--- src/rtl/sp16_pkg.sv ---
package sp16_pkg;

    localparam int DATA_W  = 16;
    localparam int ADDR_W  = 12;
    localparam int OP_W    = 4;
    localparam int NUM_SC  = 5;
    localparam int NUM_OPS = 1 << OP_W;

    // subcycle strobe indices; the order is the execution sequence
    localparam int SC_FETCH = 0;
    localparam int SC_INCR  = 1;
    localparam int SC_XFER  = 2;
    localparam int SC_ADDR  = 3;
    localparam int SC_EXEC  = 4;

    typedef enum logic [OP_W-1:0] {
        OP_HALT  = 4'h0,
        OP_ADD   = 4'h1,
        OP_LOADG = 4'h6,
        OP_STORG = 4'h7,
        OP_NOP   = 4'hF
    } opcode_e;

    // decoder lines that perform no work
    localparam logic [NUM_OPS-1:0] IDLE_MASK =
        ~((NUM_OPS'(1) << OP_HALT) | (NUM_OPS'(1) << OP_ADD) |
          (NUM_OPS'(1) << OP_LOADG) | (NUM_OPS'(1) << OP_STORG));

    typedef struct packed {
        logic [ADDR_W-1:0] pc;
        logic [ADDR_W-1:0] mar;
        logic [DATA_W-1:0] mbr;
        logic [DATA_W-1:0] ir;
        logic [DATA_W-1:0] g;
        logic              halt;
    } core_state_t;

endpackage

--- src/rtl/sp16_decoder.sv ---
module sp16_decoder #(
    parameter int IN_W = 4,
    localparam int OUT_N = 1 << IN_W
) (
    input  logic [IN_W-1:0]  code_i,
    output logic [OUT_N-1:0] line_o
);
    for (genvar li = 0; li < OUT_N; li++) begin : g_line
        assign line_o[li] = (code_i == IN_W'(li));
    end
endmodule

--- src/rtl/sp16_incr.sv ---
module sp16_incr #(
    parameter int WIDTH = 12
) (
    input  logic [WIDTH-1:0] a_i,
    output logic [WIDTH-1:0] sum_o
);
    // half-adder chain with a forced carry-in; the final carry is not built
    logic [WIDTH-1:0] carry;
    assign carry[0] = 1'b1;
    for (genvar bi = 0; bi < WIDTH; bi++) begin : g_ha
        assign sum_o[bi] = a_i[bi] ^ carry[bi];
        if (bi < WIDTH - 1) begin : g_c
            assign carry[bi+1] = a_i[bi] & carry[bi];
        end
    end
endmodule

--- src/rtl/sp16_adder.sv ---
module sp16_adder #(
    parameter int WIDTH = 16
) (
    input  logic [WIDTH-1:0] a_i,
    input  logic [WIDTH-1:0] b_i,
    output logic [WIDTH-1:0] sum_o
);
    // ripple full adders; the carry out of the top bit is dropped
    logic [WIDTH-1:0] carry;
    assign carry[0] = 1'b0;
    for (genvar bi = 0; bi < WIDTH; bi++) begin : g_fa
        assign sum_o[bi] = a_i[bi] ^ b_i[bi] ^ carry[bi];
        if (bi < WIDTH - 1) begin : g_c
            assign carry[bi+1] = (a_i[bi] & b_i[bi]) | (carry[bi] & (a_i[bi] ^ b_i[bi]));
        end
    end
endmodule

--- src/rtl/sp16_core.sv ---
module sp16_core
    import sp16_pkg::*;
(
    input  logic              clk,
    input  logic              rst_n,
    input  logic [NUM_SC-1:0] phase_i,
    input  logic              run_i,
    input  logic [DATA_W-1:0] mem_rdata_i,
    output logic [ADDR_W-1:0] mem_addr_o,
    output logic [DATA_W-1:0] mem_wdata_o,
    output logic              mem_we_o,
    output logic              halt_o,
    output logic [ADDR_W-1:0] pc_o,
    output logic [ADDR_W-1:0] mar_o,
    output logic [DATA_W-1:0] mbr_o,
    output logic [DATA_W-1:0] ir_o,
    output logic [DATA_W-1:0] g_o
);
    core_state_t state_q, state_d;

    logic [NUM_OPS-1:0] op_line;
    logic [ADDR_W-1:0]  pc_inc;
    logic [DATA_W-1:0]  g_sum;
    logic [DATA_W-1:0]  bus;
    logic               active;
    logic               op_idle;
    logic               op_mem;

    sp16_decoder #(.IN_W(OP_W)) u_dec (
        .code_i (state_q.ir[DATA_W-1 -: OP_W]),
        .line_o (op_line)
    );

    sp16_incr #(.WIDTH(ADDR_W)) u_inc (
        .a_i   (state_q.pc),
        .sum_o (pc_inc)
    );

    sp16_adder #(.WIDTH(DATA_W)) u_add (
        .a_i   (state_q.g),
        .b_i   (mem_rdata_i),
        .sum_o (g_sum)
    );

    always_comb begin
        active  = run_i & ~state_q.halt;
        op_idle = |(op_line & IDLE_MASK);
        op_mem  = ~op_idle & ~op_line[OP_HALT];

        // internal bus: one source per subcycle, operands zero-extended
        bus = '0;
        if (phase_i[SC_FETCH])     bus = DATA_W'(state_q.pc);
        else if (phase_i[SC_XFER]) bus = state_q.mbr;
        else if (phase_i[SC_ADDR]) bus = DATA_W'(state_q.ir[ADDR_W-1:0]);

        state_d = state_q;
        if (active) begin
            if (phase_i[SC_FETCH]) begin
                state_d.mar = bus[ADDR_W-1:0];
                state_d.mbr = mem_rdata_i;
            end
            if (phase_i[SC_INCR]) state_d.pc = pc_inc;
            if (phase_i[SC_XFER]) state_d.ir = bus;
            if (phase_i[SC_ADDR]) begin
                if (op_mem)            state_d.mar  = bus[ADDR_W-1:0];
                if (op_line[OP_HALT])  state_d.halt = 1'b1;
            end
            if (phase_i[SC_EXEC]) begin
                if (op_line[OP_LOADG]) state_d.g = mem_rdata_i;
                if (op_line[OP_ADD])   state_d.g = g_sum;
            end
        end

        mem_addr_o  = phase_i[SC_FETCH] ? state_q.pc : state_q.mar;
        mem_wdata_o = state_q.g;
        mem_we_o    = active & phase_i[SC_EXEC] & op_line[OP_STORG];
    end

    always_ff @(posedge clk) begin
        if (!rst_n) state_q <= '0;
        else        state_q <= state_d;
    end

    assign halt_o = state_q.halt;
    assign pc_o   = state_q.pc;
    assign mar_o  = state_q.mar;
    assign mbr_o  = state_q.mbr;
    assign ir_o   = state_q.ir;
    assign g_o    = state_q.g;
endmodule

--- config.mk ---
export PLATFORM = sky130hd
export DESIGN_NAME = sp16_core
export DESIGN_NICKNAME = d
export VERILOG_FILES = /design/src/rtl/sp16_pkg.sv /design/src/rtl/sp16_decoder.sv /design/src/rtl/sp16_incr.sv /design/src/rtl/sp16_adder.sv /design/src/rtl/sp16_core.sv
export SDC_FILE = /design/constraint.sdc
export NUM_CORES = 1
export LEC_CHECK = 0
export BUFFER_PORTS_ARGS = -buffer_cell sky130_fd_sc_hd__buf_2
export CORE_MARGIN = 3
export CORE_UTILIZATION = 55
export CTS_CLUSTER_DIAMETER = 150
export DETAILED_ROUTE_END_ITERATION = 10
export PLACE_DENSITY_LB_ADDON = 0.3
export RECOVER_POWER = 100
export SYNTH_ARGS = -nofsm -noshare
export SYNTH_HDL_FRONTEND = slang
export SYNTH_SLANG_ARGS = --single-unit
--- constraint.sdc ---
create_clock -name clk -period 11.1 [get_ports clk]
set_clock_uncertainty 0.1 [all_clocks]
set_input_delay 1.665 -clock clk [delete_from_list [all_inputs] [get_ports clk]]
set_output_delay 1.665 -clock clk [all_outputs]
set_load 0.02 [all_outputs]
==> summary.md <==
| Metric | Value |
|---|---|
| Setup_tns | `0 ps` |
| Initial Utilization | `57.4%` |
| Mapped Area | `0.00397 mm2` |
| Fillcell total | `672` |
| Failing checks | `capacitance limit, slew limit` |
| Maxcap violations | `2` |
| DR vias/cell | `5.36` |
| # DRC | `0` |
| Final wirelength | `9490 um` |
| Detailed placer's ending HPWL | `6980 um` |
| EDFF count, synth | `0` |
| Leak | `0.00182 uW` |
| Number of global-route vias before repair | `3275` |
| Initial detailed-routing violation count | `144` |
| Power density over the cells | `120 mW/mm2` |
| Largest net degree at the start of global routing | `75` |
| Ys flop type | `dfxtp_1` |
| GR Overflow Total | `0` |
| Worst endpoint data arrival time | `7940 ps` |
| CP required | `11280 ps` |
| CTS buffer count | `9` |
| Asr flop ratio synth | `0%` |
| Cell taking the most area after synthesis | `dfxtp_1` |
| Final hold viol count | `0` |
| Largest family of logic cells by synthesized area | `compound AO/OA/AOI/OAI gates` |
| Avg Cell Area, Syn | `8.80 um2` |
| Worst Path Max Fanout | `4` |
| Site Rows | `30` |
| Slowest-stage cell, CP | `fa_1` |
| YS warnings | `0` |
| N_diodes | `0` |
| Post-CTS setup buffer count | `0` |
| Clock sinks | `73` |
| Setup repair after global routing missed its margin | `no` |
| Slew margin rel. | `-79.3%` |
| Core area | `0.00691 mm2` |
| WL per Instance | `14.7 um` |
| Mux share of post-synthesis cell area | `9.59%` |
| Critical path endpoint category | `flop` |
| Post-Syn Instances | `451` |
| Pre-antenna DRT Iters | `4` |
| Final Worst Setup Slack | `3340 ps` |
| Worst slack at placement | `3030 ps` |
| Post-CTS Hold Buffers | `0` |
| Maximum vdd drop | `0.0729 mV` |
| Top cells by area, synth | `dfxtp_1 (37%), nand2_1 (11%), mux2i_1 (9.6%)` |
| CTS-repair resized insts | `0` |
| Share of layout cells above drive strength 1 | `7.85%` |
| Crit path time final | `7760 ps` |
| Startpoint types | `input pin` |
| Die Wd | `90.9 um` |
| GPL Wtd Cong | `0.799` |
| Worst skew pair latency | `340 ps` |
| Number of I/O pins | `126` |
| Most numerous cell in the Yosys netlist | `nand2_1` |
| Critical path's most frequent cell | `fa_1` |
| Top cells by instance count after synthesis | `nand2_1 (115), dfxtp_1 (73), a21boi_0 (41)` |
| H-tree levels | `3` |
| Post-synth top area share | `36.8%` |
| Die Span Y | `90.9 um` |
| Worst path top cell family by delay | `adder cells` |
| Initial antenna violation count | `0` |
| Compound-Gate Fraction of Synth Area | `19.5%` |
| Clock transition at the registers of the reported paths | `70 ps` |
| Root Buffer | `clkbuf_8` |
| Via count | `3449` |
| Register area share after synthesis | `36.8%` |
| Clock buffer depth | `2` |
| Final setup vio count | `0` |
| Die area | `0.00827 mm2` |
| Maximum clock frequency | `0.129 GHz` |
| Path category of the worst min-delay check | `reg -> reg` |
| Slew at the pin with the worst max-slew slack | `2690 ps` |
| Synthesized net count | `500` |
| Crit share post-route | `69.9%` |
| CTS tree | `done` |
| CP cell instances | `clkbuf_1 -> ha_1 -> fa_1 -> fa_1 -> fa_1 -> fa_1 -> fa_1 -> fa_1 -> fa_1 -> fa_1 -> fa_1 -> fa_1 -> fa_1 -> inv_1 -> fa_1 -> inv_1 -> fa_1 -> fa_1 -> o311ai_0 -> a31o_2` |
| Crit-path max cell delay | `440 ps` |
| Post-synthesis adder-cell area fraction | `10.5%` |
| Critical path class | `in -> reg` |
| #FFs+latches synth | `73` |
| Crit path buffers/inverters | `3` |
| Area delta synth->final | `14.5%` |
| First-pass GRT wire length | `15400 um` |
| Simple-gate share of the synthesized area | `14.8%` |
| Count of input and output buffers | `125` |
| Final nets | `593` |
| Max Slew Vio Count | `117` |
| Routed Antenna Nets | `0` |
| Post-synthesis xor/xnor area fraction | `0.442%` |
| Gr usage total | `22.7%` |
| Outcome | `complete, but fails checks` |
| Netlist cell types | `34` |
==> state kept, by name, summed over array words and instances, names as in the netlist <==
register and count:
g_o 16, ir_o 16, mbr_o 16, mar_o 12, pc_o 12, halt_o 1
==> kinds of logic after synthesis <==
family | Yosys count
flip-flops | 73
buffers and inverters | 63
multiplexers | 38
XOR/XNOR | 2
adder cells (fa/ha/maj) | 25
AND/OR/NAND/NOR | 137
AO/OA/AOI/OAI | 113
==> worst register-to-register path: cells and delay by family, from the launching register on <==
family	cells	cell delay [ps]
fa+ha+maj	15	5460
compound gates	2	560
buf+inv	2	130
flops	1	350
==> worst paths after layout <==
path | start | to | slack, ps | depth (start not counted)
worst min-delay path | ir_o[5]$_SDFFE_PN0P_ | ir_o[5]$_SDFFE_PN0P_ | 390 | 2
worst max register to register | g_o[0]$_SDFFE_PN0P_ | g_o[15]$_SDFFE_PN0P_ | 4430 | 19
worst min register to register | ir_o[5]$_SDFFE_PN0P_ | ir_o[5]$_SDFFE_PN0P_ | 390 | 2
worst max-delay path | mem_rdata_i[0] | g_o[15]$_SDFFE_PN0P_ | 3340 | 20
==> layer usage <==
layer,GRT usage (%),part of all wire [%],up-vias
met5,0,0,-
met4,7.66,1.1,0
met3,4.72,5.5,8
met2,38.6,49,95
met1,28.7,44,1643
li1,-,-,1703
==> layout make-up <==
type | count | area (um2) | area share, %
Clock buffer | 12 | 155 | 3.42
Clock inverter | 3 | 40.0 | 0.881
Inverter | 17 | 63.8 | 1.40
Multi-Input combinational cell | 315 | 2180 | 48.1
Sequential cell | 73 | 1460 | 32.2
Tap cell | 96 | 120 | 2.64
Timing Repair Buffer | 128 | 518 | 11.4
==> layout by cell type (no fill, tap or decap), types with 5 or more instances in the layout <==
master / synthesis / final
nand2_1: 115 / 115
clkbuf_1: 20 / 105
dfxtp_1: 73 / 73
a21boi_0: 41 / 43
mux2i_1: 38 / 38
o21ai_0: 37 / 37
buf_2: 4 / 21
inv_1: 17 / 17
o211a_1: 14 / 14
fa_1: 14 / 14
a21oi_1: 13 / 13
ha_1: 11 / 11
clkbuf_8: 0 / 11
nand3b_1: 5 / 5
==> per-stage QoR <==
| stage | hold WS, ps | total power, uW | cells | utilization [%] | area [um2] |
|---|---|---|---|---|---|
| floorplan | 445 | 323 | 451 | - | 3970 |
| global placement | 367 | 346 | 629 | 64.8 | 4480 |
| detailed placement | 376 | 348 | 629 | 64.8 | 4480 |
| CTS | 385 | 554 | 644 | 67.7 | 4670 |
| global route | 411 | 571 | 644 | 65.8 | 4540 |
| finish | 387 | 547 | 644 | 65.8 | 4540 |
==> report_power, final <==
| part | switching (uW) | internal [uW] |
|---|---|---|
| sequential | 6.14 | 269 |
| combinational | 43.3 | 20.7 |
| clock | 93.9 | 114 |
| total | 143 | 404 |
Note: power is estimated with default switching activity, not from simulation.
